<file path="config.mk">
export PLATFORM = sky130hd
export DESIGN_NAME = spi_regport
export DESIGN_NICKNAME = d
export VERILOG_FILES = /design/src/rtl/spi_regport.sv
export SDC_FILE = /design/constraint.sdc
export NUM_CORES = 1
export LEC_CHECK = 0
export BUFFER_PORTS_ARGS = -buffer_cell sky130_fd_sc_hd__buf_2
export CORE_ASPECT_RATIO = 1.2
export CORE_UTILIZATION = 40
export CTS_CLUSTER_SIZE = 14
export DETAILED_ROUTE_END_ITERATION = 12
export SKIP_LAST_GASP = 1
export SLEW_MARGIN = 25
export SYNTH_ARGS = -nofsm -noshare
export SYNTH_HDL_FRONTEND = slang
export SYNTH_SLANG_ARGS = --single-unit
export TNS_END_PERCENT = 20
</file>
<file path="constraint.sdc">
create_clock -name clk -period 2.9 [get_ports clk]
set_clock_uncertainty 0.05 [all_clocks]
set_input_delay 0.29 -clock clk [delete_from_list [all_inputs] [get_ports clk]]
set_output_delay 0.29 -clock clk [all_outputs]
set_load 0.02 [all_outputs]
</file>
<file path="src/rtl/spi_regport.sv">
`timescale 1ns/1ps
module spi_regport #(
  parameter logic [7:0] ID_CODE   = 8'h0D,
  parameter logic [6:0] BURST_ADR = 7'h42,
  parameter logic [6:0] RST_ADR   = 7'h3A,
  parameter logic [7:0] RST_KEY   = 8'h5A
) (
  input  logic       clk,
  input  logic       rst_n,
  input  logic       sclk,
  input  logic       mosi,
  input  logic       cs_n,
  output logic       miso_o,
  output logic       miso_oe,
  output logic [6:0] reg_addr,
  output logic [7:0] reg_wdata,
  output logic       reg_wr,
  output logic       reg_rd,
  input  logic [7:0] reg_rdata,
  output logic       reg_reset_req
);
  localparam int BLEN = 7;
  localparam int OUTW = BLEN * 8;
  localparam logic [6:0] INV_ADR = 7'h3F;
  localparam logic [6:0] BURST_BASE = 7'h02;

  logic [2:0] sclk_s;
  logic [1:0] mosi_s, cs_s;
  logic       active, s_rise, s_fall;

  logic [3:0] bitcnt;
  logic [6:0] sh_in;
  logic [6:0] addr_q;
  logic       dir_q, rd_pend, burst, bcap;
  logic [2:0] bctr;
  logic [OUTW-1:0] out_sr;
  logic       miso_q;

  logic [7:0] cur_byte;
  logic       readable, writable;
  logic [7:0] rd_val;

  always_ff @(posedge clk or negedge rst_n)
    if (!rst_n) begin
      sclk_s <= 3'b111;
      mosi_s <= 2'b00;
      cs_s   <= 2'b11;
    end else begin
      sclk_s <= {sclk_s[1:0], sclk};
      mosi_s <= {mosi_s[0], mosi};
      cs_s   <= {cs_s[0], cs_n};
    end

  assign active   = ~cs_s[1];
  assign s_rise   = sclk_s[1] & ~sclk_s[2];
  assign s_fall   = ~sclk_s[1] & sclk_s[2];
  assign cur_byte = {sh_in, mosi_s[1]};

  assign readable = (addr_q >= 7'h01) && (addr_q <= 7'h11);
  assign writable = (addr_q == 7'h02) || (addr_q == 7'h0B) || (addr_q == 7'h11);
  assign rd_val   = (addr_q == 7'h00)   ? ID_CODE :
                    (addr_q == INV_ADR) ? ~ID_CODE :
                    readable            ? reg_rdata : 8'h00;

  assign reg_addr = bcap ? BURST_BASE + {4'b0, bctr} : addr_q;
  assign reg_rd   = bcap | (rd_pend & readable);
  assign miso_o   = miso_q;
  assign miso_oe  = active;

  always_ff @(posedge clk or negedge rst_n)
    if (!rst_n) begin
      bitcnt <= '0; sh_in <= '0; addr_q <= '0; dir_q <= 1'b0;
      rd_pend <= 1'b0; burst <= 1'b0; bcap <= 1'b0; bctr <= '0;
      out_sr <= '0; miso_q <= 1'b0;
      reg_wr <= 1'b0; reg_wdata <= '0; reg_reset_req <= 1'b0;
    end else if (!active) begin
      bitcnt <= '0; rd_pend <= 1'b0; burst <= 1'b0; bcap <= 1'b0;
      reg_wr <= 1'b0; reg_reset_req <= 1'b0;
    end else begin
      reg_wr <= 1'b0;
      reg_reset_req <= 1'b0;
      rd_pend <= 1'b0;
      if (rd_pend) out_sr <= {rd_val, {(OUTW-8){1'b0}}};
      if (bcap) begin
        out_sr <= {out_sr[OUTW-9:0], reg_rdata};
        bctr   <= bctr + 3'd1;
        if (bctr == 3'(BLEN-1)) bcap <= 1'b0;
      end
      if (s_rise && !burst) begin
        sh_in  <= cur_byte[6:0];
        bitcnt <= bitcnt + 4'd1;
        if (bitcnt == 4'd7) begin
          addr_q <= cur_byte[6:0];
          dir_q  <= cur_byte[7];
          if (!cur_byte[7]) begin
            if (cur_byte[6:0] == BURST_ADR) begin
              burst <= 1'b1;
              bcap  <= 1'b1;
              bctr  <= '0;
            end else
              rd_pend <= 1'b1;
          end
        end
        if (bitcnt == 4'd15 && dir_q) begin
          reg_wdata     <= cur_byte;
          reg_wr        <= writable;
          reg_reset_req <= (addr_q == RST_ADR) && (cur_byte == RST_KEY);
        end
      end
      if (s_fall && (burst || (bitcnt[3] && !dir_q))) begin
        miso_q <= out_sr[OUTW-1];
        out_sr <= {out_sr[OUTW-2:0], 1'b0};
      end
    end

  p_no_wr_rd_clash_r1: assert property (@(posedge clk) disable iff (!rst_n)
    !(reg_wr && reg_rd));
  p_miso_hold_r2: assert property (@(posedge clk) disable iff (!rst_n)
    !s_fall |=> $stable(miso_o));
  p_cs_high_quiet_r3: assert property (@(posedge clk) disable iff (!rst_n)
    cs_s[1] |=> (!reg_wr && !reg_rd && !reg_reset_req));
  p_burst_addr_range_r5: assert property (@(posedge clk) disable iff (!rst_n)
    (reg_rd && burst) |-> (reg_addr >= 7'h02 && reg_addr <= 7'h08));
  p_reset_pulse_r7: assert property (@(posedge clk) disable iff (!rst_n)
    reg_reset_req |=> !reg_reset_req);
  p_wr_mapped_r10: assert property (@(posedge clk) disable iff (!rst_n)
    reg_wr |-> (reg_addr == 7'h02 || reg_addr == 7'h0B || reg_addr == 7'h11));
endmodule

</file>
Word level (Yosys, flattened, before mapping)

Index checks and enable logic that the tools add are counted.

Add/sub/neg operators: 3
Multiplexer cells: 37
Magnitude comparators: 2
Bitwise operators: 7
Equality and inequality tests: 11
Reduce and logical (&&, ||, !) cells: 22

Operators by type and width:

| kind                | count |
|---|---|
| $mux 56             | 3 |
| $mux 8              | 3 |
| $mux 1              | 23 |
| $mux 3              | 5 |
| $eq 7x6->1 const B  | 2 |
| $eq 8x7->1 const B  | 1 |
| $mux 4              | 2 |
| $eq 7x2->1 const B  | 1 |
| $eq 7x4->1 const B  | 1 |
| $eq 7x5->1 const B  | 1 |
| $eq 7x7->1 const B  | 1 |
| $ge 7x1->1 const B  | 1 |
| $le 7x5->1 const B  | 1 |
| $logic_not 7->1     | 1 |
| $mux 7              | 1 |
| $logic_and 1x1->1   | 6 |
| $reduce_and 2->1    | 3 |
| $reduce_and 3->1    | 2 |
| $reduce_bool 2->1   | 3 |
| $add 2x3->4 const A | 1 |
| $add 4x1->4 const B | 1 |
| $eq 4x3->1 const B  | 1 |
| $eq 4x4->1 const B  | 1 |
| $reduce_and 4->1    | 1 |
| other kinds (9)     | 16 |

Bits in registers: 99
Output and inout port bits: 20
Bits of input ports: 13
Logic and storage cells: 98

Logic depth before layout (Yosys ltp)

Gate-level depths: netlist of run 1.

Depth after elaboration: 8
Depth in mapped cells: 9
Gate-level depth less buffers: 5

Worst setup path after synthesis of run 1

Ideal clock, no wire load.

Kind: reg2reg
From: register cs_s[1]
To: register out_sr[10]
Setup time: 82 ps
Required time: 2768 ps
Cell stages (with the launch flop): 10
Period minus slack after synthesis: 1866 ps
Setup slack: 1034 ps
Path buffers: 5
Data arrival time: 1734 ps
Path through: dfstp_2 buf_4 inv_2 o21a_1 buf_2 or2_1 buf_2 buf_4 buf_6 a31oi_1

Word-level cells in the longest chain between the ends: 2

Ends and longest elaborated chain:

| what                              | line | text |
|---|---|---|
| from (decl)                       | 28   | `logic [1:0] mosi_s, cs_s;` |
| from (signal assigned)            | 51   | `cs_s <= {cs_s[0], cs_n};` |
| $not 1->1 (no source line)        | -    |  |
| net miso_oe                       | 14   | `output logic miso_oe,` |
| $reduce_and 2->1 (no source line) | -    |  |
| to (signal assigned)              | 83   | `if (rd_pend) out_sr <= {rd_val, {(OUTW-8){1'b0}}};` |
| to (signal assigned)              | 85   | `out_sr <= {out_sr[OUTW-9:0], reg_rdata};` |
| to (signal assigned)              | 112  | `out_sr <= {out_sr[OUTW-2:0], 1'b0};` |
| to (decl)                         | 36   | `logic [OUTW-1:0] out_sr;` |

The timed path passes the listed nets, and every way through them passes these cells.
A chain may end at the register's enable or synchronous reset.

Worst setup path in the final report of run 1

From: register sclk_s[2]
To: register out_sr[18]

Word-level cells in the longest chain between the ends: 4
Elaborated cells between the ends (all ways): 5

Ends and longest elaborated chain:

| what                               | line | text |
|---|---|---|
| from (decl)                        | 27   | `logic [2:0] sclk_s;` |
| from (signal assigned)             | 49   | `sclk_s <= {sclk_s[1:0], sclk};` |
| $and 1x1->1 (*)                    | 56   | `assign s_fall = ~sclk_s[1] & sclk_s[2];` |
| $logic_and 1x1->1 (*)              | 110  | `if (s_fall && (burst \|\| (bitcnt[3] && !dir_q))) begin` |
| $reduce_bool 3->1 (no source line) | -    |  |
| $reduce_and 2->1 (no source line)  | -    |  |

Mark *: on every way between the ends. The rest lies on a longest branch, timed or not.

==> impl_metrics.csv, run 1 <==
group,metric,value,unit
yosys,post_synth.cell_area_avg,10.0,um2
finish,area_occupied_by_multi_input_gates,0.00210,mm2
finish,final_core_util,0.469,
yosys,synthesis.nets,492,
grt,antenna_found_initial,0,
min_path,min_delay_worst_endpoint,"out_sr[55]",
setup_path,endpoint_of_the_most_critical_register_to_register_path,"out_sr[18]",
yosys,synth.largest_area_cell,"dfrtp_1",
yosys,postSynthRegisterBits,99,
setup_path,crit_fanout,24,
setup_path,timing.critical_path.cells,"nand2b_1 -> a211oi_4 -> or2_1 -> buf_4 -> a31oi_1",
detailed_routing,post_route_ant_nets,0,
setup_path,critPathRequiredTime,3.07,ns
min_path,worstHoldStart,"reg_rdata[7]",
floorplanning,die_h,122,um
setup_path,cp_slowest_stage_delay,0.76,ns
finish,finalNetCount,515,
floorplanning,start_util,0.412,
setup_path,endpoint_kind,"register",
sta,relSlewSlack,0.365,
yosys,ys_types,50,
setup_path,slowest_stage,"or2_1",
min_path,timing.hold.worst_path_depth,3,
clock_network,clock_tree.root_cell,"clkbuf_16",
sta,finalHoldViolCount,0,
run_status,run_status,"finished, final reports clean",
grt,grt_start_max_net_pins,65,
sta,final.period_utilization,0.841,
yosys,ys_top_cells_by_count,"dfrtp_1, nand2_1, nor3_1, nand3_1, a31oi_1",
grt,wire_length_of_the_first_global_routing_pass,18.7,mm
placed_design,routabilityCongestion,0.826,
placed_design,hpwl,7.11,mm
grt,total_congestion_overflow_after_global_routing,0,
sta,post-route-min-period,2.44,ns
setup_path,cp.buffers_inverters,1,
setup_path,timing.reg2reg.worst_path_depth,5,
grt,global_route_usage_over_all_layers,0.195,
floorplanning,chipWidth,102,um
yosys,synth_area,0.00477,mm2
sta,report.final.slew_viol_count,0,
sta,max_slew.worst_pin.slew,0.953,ns
clock_network,ctsResizeCount,0,
setup_path,rrSetupSlack,0.46,ns
power_and_ir_drop,total_leakage_power,2.42,nW
clock_network,insertion_delay,0.35,ns
sta,finalSetupViolations,0,
detailed_routing,detailroute.via_count,3697,
yosys,synth_top_area_frac,0.493,
yosys,synth.top_cells.by_area,"dfrtp_1, nand2_1, mux2_2, nor3_1, a31oi_1",
yosys,async_reset_ff_frac,1.00,
yosys,synth_seq_area_share,0.521,
floorplanning,row_count,43,
clock_network,cts_bufs_inserted,9,
setup_path,regToRegStartpoint,"sclk_s[2]",
finish,relative_area_change_from_synthesis_to_final_layout,13.8,%
finish,n_fill_cell,1097,
floorplanning,floorplan.core_area,0.0116,mm2
finish,seqCellArea,0.00248,mm2
clock_network,cts_tree,"yes",
finish,ratio_of_cells_with_drive_above_1_in_the_final_layout,0.205,
yosys,post-synth-top-count-cell,"dfrtp_1",
setup_path,worst_ep_arrival_time,2.61,ns
setup_path,critical-path-top-delay-family,"simple AND/OR/NAND/NOR gates",
setup_path,kind_of_critical_path,"register to register",
flow_run,maxCapViolations,0,
detailed_routing,totalWireLength,11.1,mm
floorplanning,top_level_pins,33,
sta,timing.fmax,410,MHz
finish,antenna-diode-count,0,
yosys,instance_count_of_the_mapped_netlist,475,
yosys,synth_enable_flop_cells,0,
detailed_routing,routed_wire_length_per_instance,16.8,um
detailed_routing,drc,0,
placed_design,port_buffers,32,
yosys,ys.flop_type,"dfrtp_1",
min_path,min_path_type,"primary input to register",
grt,grt_pass1_vias,3645,
floorplanning,design.die.area,0.0124,mm2
power_and_ir_drop,p_per_area,518,mW/mm2
clock_network,cts_sinks,99,
detailed_routing,drt_pre_antenna_iters,5,
sta,setup_total_negative_slack,0,ns
sta,grt_setup_unrepaired,"no",
power_and_ir_drop,max-vdd-ir-drop,418,uV
clock_network,number_of_h_tree_levels,3,
clock_network,clk_transition_reported_paths,0.07,ns
detailed_routing,drt_first_iter_violations,205,
setup_path,kind_of_start_point_of_the_critical_path,"register",
yosys,synth-warning-count,0,
clock_network,number_of_buffers_between_clock_root_and_the_deepest_sink,2,
detailed_routing,avgViaCountPerCell,5.60,
[metal layers]
metal	track usage	up-vias	part of all wire
met5	0	-	0
met4	0.0779	0	0.020
met3	0.0367	15	0.040
met2	0.310	92	0.49
met1	0.263	1831	0.45
li1	-	1759	-
[cell usage in the layout (no fill, tap or decap), drive strengths merged, types with 4 or more instances in the layout]
master	n
o21ai	8
a31oi	40
dfrtp	94
nor3	52
clkbuf	10
nor2	12
mux2	25
a2111oi	4
nand3	41
nand2b	4
mux2i	14
ha	4
buf	43
dlygate4sd3	4
nand2	77
dfstp	5
inv	14
a311oi	6
[per-stage QoR]
| stage | power [mW] | hold WS, ns | instances | area [um2] | worst slack [ns] |
|---|---|---|---|---|---|
| 2_1_floorplan | 1.53 | -0.0556 | 475 | 4770 | 1.03 |
| 3_3_place_gp | 1.60 | 0.276 | 640 | 5080 | 0.528 |
| 3_5_place_dp | 1.60 | 0.281 | 640 | 5080 | 0.440 |
| 4_1_cts | 2.85 | 0.174 | 660 | 5420 | 0.448 |
| 5_1_grt | 2.92 | 0.183 | 660 | 5420 | 0.315 |
| 6_report | 2.81 | 0.182 | 660 | 5420 | 0.460 |
[where the power goes]
part	leakage, nW	switching (mW)	internal [mW]	total (mW)
Clock	0.150	0.535	0.700	1.24
Sequential	1.27	0.0595	1.42	1.48
Combinational	0.993	0.0587	0.0399	0.0985
[worst max path at each step]
stage	start	to	depth (start not counted)
after CTS	sclk_s[2]	out_sr[18]	5
after global placement	sclk_s[2]	out_sr[6]	5
after detailed placement	sclk_s[2]	out_sr[18]	5
final	sclk_s[2]	out_sr[18]	5
after floorplan	cs_s[1]	out_sr[10]	9
after global routing	sclk_s[2]	out_sr[18]	5
[kinds of logic after synthesis]
| logic type | count (synthesis) | share of synthesized area |
|---|---|---|
| and+or+nand+nor | 209 | 0.218 |
| DFF | 99 | 0.521 |
| AOI/OAI and AO/OA | 72 | 0.106 |
| buffers and inverters | 46 | 0.0446 |
| muxes | 39 | 0.0885 |
| xor gates and xnor gates | 6 | 0.0110 |
| adders and majority gates | 4 | 0.0105 |
[area by class of cell]
type | instances | area share
Clock inverter | 6 | 0.0127
Timing Repair Buffer | 47 | 0.0549
Inverter | 11 | 0.00761
Tap cell | 157 | 0.0362
Multi-Input combinational cell | 330 | 0.386
Sequential cell | 99 | 0.458
Clock buffer | 10 | 0.0441
[worst min-delay path: cells and delay by family]
kind                   cells  cell delay (ns)
buffers and inverters      1             0.11
AO/OA/AOI/OAI              1             0.08
AND/OR/NAND/NOR            1             0.05
[sequential cells by signal, summed over array words and instances, names as in the netlist]
register / flops
sclk_s: 3
burst: 1
rd_pend: 1
reg_wdata: 8
cs_s: 2
sh_in: 7
reg_wr: 1
bitcnt: 4
miso_o: 1
bctr: 3
reg_reset_req: 1
mosi_s: 2
dir_q: 1
out_sr: 56
addr_q: 7
bcap: 1
[repair_timing]
item	in CTS	in global routing
setup endpoints to repair	0	0
buffers inserted	0	0
endpoints found under the hold margin	40	0
hold buffers	4	0
Note: power is estimated with default switching activity, not from simulation.
==> run 2: changes to the inputs <==
- clock period: 2.9 -> 2 ns (I/O delays scaled with it)
==> run 2 against run 1 <==
- global-route usage grew 0.65 points
- wire length grew 2.0%
- critical path depth shrank 1
- power grew 45%
- sequential cell count is the same
- combinational power grew 51%
- design area grew 2.8%
- sequential share of layout area shrank 1.2 points
- clock power grew 45%
- utilization grew 1.3 points
- first-iteration DRC count grew 3.4%
- cell count grew 1.8%
==> impl_metrics.csv, run 2 (same netlist as run 1, synthesis figures left out) <==
group,metric,value,unit
clock_network,number_of_buffers_between_clock_root_and_the_deepest_sink,2,
sta,report.final.slew_viol_count,0,
finish,ratio_of_cells_with_drive_above_1_in_the_final_layout,0.227,
finish,mostFrequentLayoutCell,"dfrtp_1",
setup_path,kind_of_critical_path,"register to primary output",
setup_path,timing.reg2reg.worst_path_depth,4,
floorplanning,floorplan.core_area,0.0116,mm2
finish,final_core_util,0.482,
setup_path,critical_path_depth,4,
floorplanning,die_h,122,um
setup_path,cp.buffers_inverters,1,
sta,grt_setup_unrepaired,"yes",
placed_design,routabilityCongestion,0.794,
power_and_ir_drop,p_int,3.16,mW
detailed_routing,drc,0,
power_and_ir_drop,max-vdd-ir-drop,513,uV
run_status,run_status,"finished, final reports clean",
grt,grt_start_max_net_pins,72,
finish,reg.largest.list,"out_sr (56), reg_wdata (8)",
finish,largest_register_ffs,56,
detailed_routing,post_route_ant_nets,0,
grt,antenna_found_initial,0,
setup_path,timing.critical_path.cells,"o31a_1 -> nor2_4 -> a31o_2 -> buf_2",
floorplanning,top_level_pins,33,
detailed_routing,drt_pre_antenna_iters,4,
power_and_ir_drop,switchingPower,0.925,mW
clock_network,cts_sinks,99,
detailed_routing,detailroute.via_count,3759,
grt,global_route_usage_over_all_layers,0.202,
clock_network,clk_transition_reported_paths,0.06,ns
power_and_ir_drop,p_comb_frac,0.037,
floorplanning,start_util,0.412,
detailed_routing,routed_wire_length_per_instance,16.8,um
setup_path,crit_fanout,7,
setup_path,worst_ep_arrival_time,1.69,ns
clock_network,number_of_h_tree_levels,3,
sta,setup_total_negative_slack,0,ns
setup_path,critical-path-top-delay-family,"compound AO/OA/AOI/OAI gates",
detailed_routing,avgViaCountPerCell,5.59,
min_path,timing.hold.worst_path_depth,3,
finish,top_register,"out_sr",
finish,relative_area_change_from_synthesis_to_final_layout,17.0,%
sta,timing.fmax,517,MHz
clock_network,number_of_buffers_inserted_to_repair_setup_after_cts,0,
floorplanning,design.die.area,0.0124,mm2
sta,relSlewSlack,0.667,
clock_network,insertion_delay,0.35,ns
setup_path,endpoint_kind,"primary output",
setup_path,kind_of_start_point_of_the_critical_path,"register",
sta,post-route-min-period,1.94,ns
grt,total_congestion_overflow_after_global_routing,0,
sta,finalSetupViolations,0,
finish,finalNetCount,527,
setup_path,cp_slowest_stage_delay,0.47,ns
placed_design,hpwl,7.56,mm
floorplanning,row_count,43,
grt,wire_length_of_the_first_global_routing_pass,19.1,mm
floorplanning,chipWidth,102,um
power_and_ir_drop,total_leakage_power,2.50,nW
clock_network,clock_tree.root_cell,"clkbuf_16",
grt,grt_pass1_vias,3817,
power_and_ir_drop,share_clk_of_total_power,0.441,
detailed_routing,drt_first_iter_violations,212,
power_and_ir_drop,p_per_area,733,mW/mm2
min_path,min_path_type,"primary input to register",
sta,finalHoldViolCount,0,
clock_network,cts_bufs_inserted,9,
clock_network,cts_tree,"yes",
finish,antenna-diode-count,0,
setup_path,slowest_stage,"dfrtp_2",
setup_path,critPathRequiredTime,1.75,ns
detailed_routing,totalWireLength,11.3,mm
power_and_ir_drop,p_seq_frac,0.523,
sta,max_slew.worst_pin.slew,0.499,ns
sta,final.period_utilization,0.968,
placed_design,port_buffers,32,
flow_run,maxCapViolations,0,
finish,final_cell_mix,"dfrtp_1, nand2_1, nor3_1",
power_and_ir_drop,power.share.switching,0.226,
-- run 2: cell count changes in the layout (fill, tap and decap cells not counted), sizes merged --
cell / before / now
clkinv: 1 / 2
clkinvlp: 1 / 0
inv: 14 / 12
buf: 43 / 55
clkbuf: 10 / 12
-- run 2: stage by stage --
step           power, mW  setup slack [ns]  instances  cell area, um2  hold slack (ns)
2_1_floorplan       2.21             0.134        475            4770           -0.146
3_3_place_gp        2.32             0.149        652            5200           0.0976
3_5_place_dp        2.32             0.107        652            5200            0.100
4_1_cts             4.14            0.0258        672            5570           0.0955
5_1_grt             4.23           -0.0147        672            5580            0.101
6_report            4.09            0.0645        672            5580           0.0992
-- run 2: power groups by stage --
stage | registers (mW) | clock network, mW | logic (mW)
after floorplan | 2.14 | 0 | 0.0701
after global placement | 2.17 | 0 | 0.145
after detailed placement | 2.17 | 0 | 0.148
after CTS | 2.14 | 1.85 | 0.155
after global routing | 2.15 | 1.92 | 0.171
final | 2.14 | 1.80 | 0.149
-- run 2: timing repair --
action                                  CTS  global route
endpoints found under the setup margin    1             4
cloned                                    0             0
resized for setup                         3             2
hold buffers                              4             0
endpoints found under the hold margin    26             0
-- run 2: layer usage --
layer	up-vias	part of all wire	track usage
met2	89	0.51	0.329
li1	1778	-	-
met3	21	0.040	0.0379
met5	-	0	0
met1	1871	0.42	0.256
met4	0	0.030	0.0978
-- run 2: worst register-to-register path, stage by stage (launching register included) --
cell and delay, ns:
dfrtp_2 0.47, o31a_1 0.39, a2111oi_4 0.49, nand2_1 0.12
a311oi_1 0.30
-- run 2: final cells by class --
class / count / area (um2)
clock buffers: 12 / 256
clock inverters: 4 / 56.3
fillers: 1075 / 5990
inverters: 11 / 41.3
multi-input cells: 330 / 2110
flip-flops and latches: 99 / 2490
well taps: 157 / 196
repair buffers: 59 / 425
-- run 2: path summary, 6_finish.rpt --
path / start / to / slack (ns)
max reg2reg: addr_q[1] / out_sr[49] / 0.08
min reg2reg: mosi_s[0] / mosi_s[1] / 0.30
max in group asynchronous: rst_n / addr_q[1] / 0.91
max: addr_q[1] / reg_rd / 0.06
min in group asynchronous: rst_n / out_sr[46] / 0.27
min: reg_rdata[7] / out_sr[55] / 0.1
==> run 3: changes to the inputs <==
- BUFFER_PORTS_ARGS: -buffer_cell sky130_fd_sc_hd__buf_2 -> unset
- DONT_BUFFER_PORTS: unset -> 1
- PLACE_DENSITY: unset -> 0.63
- RECOVER_POWER: unset -> 100
==> run 3 against run 2 <==
- the flow now finishes with violations (negative hold slack)
- first-iteration DRC count grew 25%
- sequential power hardly changed
- cell count shrank 3.6%
- die area unchanged
- maximum frequency is 2.3% higher
- power decreased by 3.8%
- utilization shrank 1.2 points
- sequential share of layout area increased by 1.2 points
- hold slack got worse by 0.61 ns
- global-route usage fell by 0.60 points
- critical endpoint is now miso_o
==> impl_metrics.csv, run 3 (same netlist as run 1, synthesis figures left out) <==
group,metric,value,unit
setup_path,endpoint_of_the_most_critical_register_to_register_path,"miso_o",
floorplanning,design.die.area,0.0124,mm2
flow_run,maxCapViolations,0,
placed_design,place_ws,0.0356,ns
detailed_routing,avgViaCountPerCell,5.73,
sta,finalSetupViolations,0,
sta,setup_slack,0.108,ns
clock_network,clk_transition_reported_paths,0.07,ns
setup_path,endpoint_kind,"register",
min_path,min_path_type,"primary input to async pin",
setup_path,regToRegStartpoint,"sclk_s[2]",
clock_network,cts_sinks,99,
detailed_routing,drt_first_iter_violations,266,
finish,final_cell_mix,"dfrtp_1, nand2_1, nor3_1",
sta,final.period_utilization,0.946,
floorplanning,start_util,0.412,
floorplanning,top_level_pins,33,
finish,antenna-diode-count,0,
placed_design,routabilityCongestion,0.826,
clock_network,number_of_buffers_between_clock_root_and_the_deepest_sink,2,
grt,total_congestion_overflow_after_global_routing,0,
finish,relative_area_change_from_synthesis_to_final_layout,14.0,%
floorplanning,die_h,122,um
clock_network,insertion_delay,0.35,ns
power_and_ir_drop,finalPower,3.93,mW
finish,final_core_util,0.470,
power_and_ir_drop,p_per_area,724,mW/mm2
run_status,run_status,"finished with violations",
grt,wire_length_of_the_first_global_routing_pass,18.9,mm
finish,top_register,"out_sr",
finish,finalNetCount,503,
detailed_routing,routed_wire_length_per_instance,17.2,um
clock_network,cts_hold_repair_buffers,11,
setup_path,slowest_stage,"dfstp_2",
setup_path,worst_ep_arrival_time,2.08,ns
grt,global_route_usage_over_all_layers,0.196,
detailed_routing,totalWireLength,11.1,mm
floorplanning,chipWidth,102,um
sta,post-route-min-period,1.89,ns
placed_design,placed_area,0.00507,mm2
placed_design,hpwl,7.18,mm
detailed_routing,drt_pre_antenna_iters,4,
setup_path,rrSetupSlack,0.11,ns
setup_path,cp_slowest_stage_delay,0.58,ns
power_and_ir_drop,total_leakage_power,2.31,nW
finish,largest_register_ffs,56,
floorplanning,floorplan.core_area,0.0116,mm2
clock_network,number_of_h_tree_levels,3,
setup_path,timing.reg2reg.worst_path_depth,4,
setup_path,timing.critical_path.cells,"nand2b_1 -> a211oi_4 -> buf_6 -> mux2_2",
placed_design,port_buffers,0,
grt,antenna_found_initial,0,
finish,fin_cells,648,
run_status,failed_checks,"negative hold slack",
grt,grt_pass1_vias,3798,
setup_path,crit_fanout,46,
setup_path,kind_of_start_point_of_the_critical_path,"register",
finish,ratio_of_cells_with_drive_above_1_in_the_final_layout,0.153,
finish,postLayoutCellArea,0.00543,mm2
detailed_routing,detailroute.via_count,3712,
clock_network,cts_tree,"yes",
sta,fin_worst_hold_slack,-0.508,ns
finish,n_fill_cell,1088,
clock_network,cts_bufs_inserted,9,
sta,max_slew.worst_pin.slew,0.514,ns
finish,seqCellArea,0.00248,mm2
sta,grt_setup_unrepaired,"no",
sta,setup_total_negative_slack,0,ns
setup_path,critPathRequiredTime,2.19,ns
power_and_ir_drop,max-vdd-ir-drop,538,uV
sta,timing.fmax,529,MHz
sta,report.final.slew_viol_count,0,
grt,grt_start_max_net_pins,100,
setup_path,kind_of_critical_path,"register to register",
finish,reg.largest.list,"out_sr (56), reg_wdata (8)",
detailed_routing,drc,0,
sta,finalHoldViolCount,99,
clock_network,clock_tree.root_cell,"clkbuf_16",
finish,mostFrequentLayoutCell,"dfrtp_1",
clock_network,number_of_buffers_inserted_to_repair_setup_after_cts,0,
placed_design,dp.cells,621,
finish,area_occupied_by_multi_input_gates,0.00208,mm2
detailed_routing,post_route_ant_nets,0,
floorplanning,row_count,43,
sta,relSlewSlack,0.653,
-- run 3: changes by cell type in the layout (fill, tap and decap cells not counted), moves of 4 or more --
| cell | change |
|---|---|
| buf_2 | -30 |
| buf_4 | -8 |
| clkbuf_1 | +4 |
| dlygate4sd3_1 | +7 |
-- run 3: power by group --
part           total [mW]  switching (mW)  leakage (nW)  internal, mW
clock                1.69           0.771         0.136         0.921
sequential           2.14          0.0838          1.27          2.05
combinational       0.103          0.0472         0.903        0.0560
-- run 3: cell type report --
| class | count | share of cell area |
|---|---|---|
| sequential | 99 | 0.457 |
| multi-input combinational | 330 | 0.383 |
| timing repair buffer | 35 | 0.0631 |
| clock buffer | 12 | 0.0472 |
| tap | 157 | 0.0362 |
| inverter | 11 | 0.00760 |
| clock inverter | 4 | 0.00599 |
-- run 3: worst max-delay path by stage --
stage | startpoint | to | slack, ns | cells after the start
floorplan | cs_s[1] | out_sr[10] | 0.13 | 9
global placement | sclk_s[2] | out_sr[6] | 0.09 | 6
detailed placement | sclk_s[2] | out_sr[21] | 0.04 | 6
CTS | sclk_s[2] | out_sr[13] | 0.03 | 6
global route | sclk_s[2] | out_sr[55] | 0.02 | 5
finish | sclk_s[2] | miso_o | 0.11 | 4
-- run 3: what timing repair did --
item                                   4_1_cts  5_1_grt
setup endpoints to repair                    1       21
endpoints found under the hold margin      114       99
gates resized for setup                      1        2
-- run 3: per-layer routing --
metal	GRT usage	routed length, um
met1	0.245	4750
met2	0.324	5550
met3	0.0350	476
met4	0.0960	340
met5	0	0
-- run 3: critical path: cells and delay by family, from the launching register on --
family | cells | cell delay, ns
flip-flops | 1 | 0.58
multiplexers | 1 | 0.38
buffers and inverters | 1 | 0.36
AO/OA/AOI/OAI | 1 | 0.25
AND/OR/NAND/NOR | 1 | 0.15
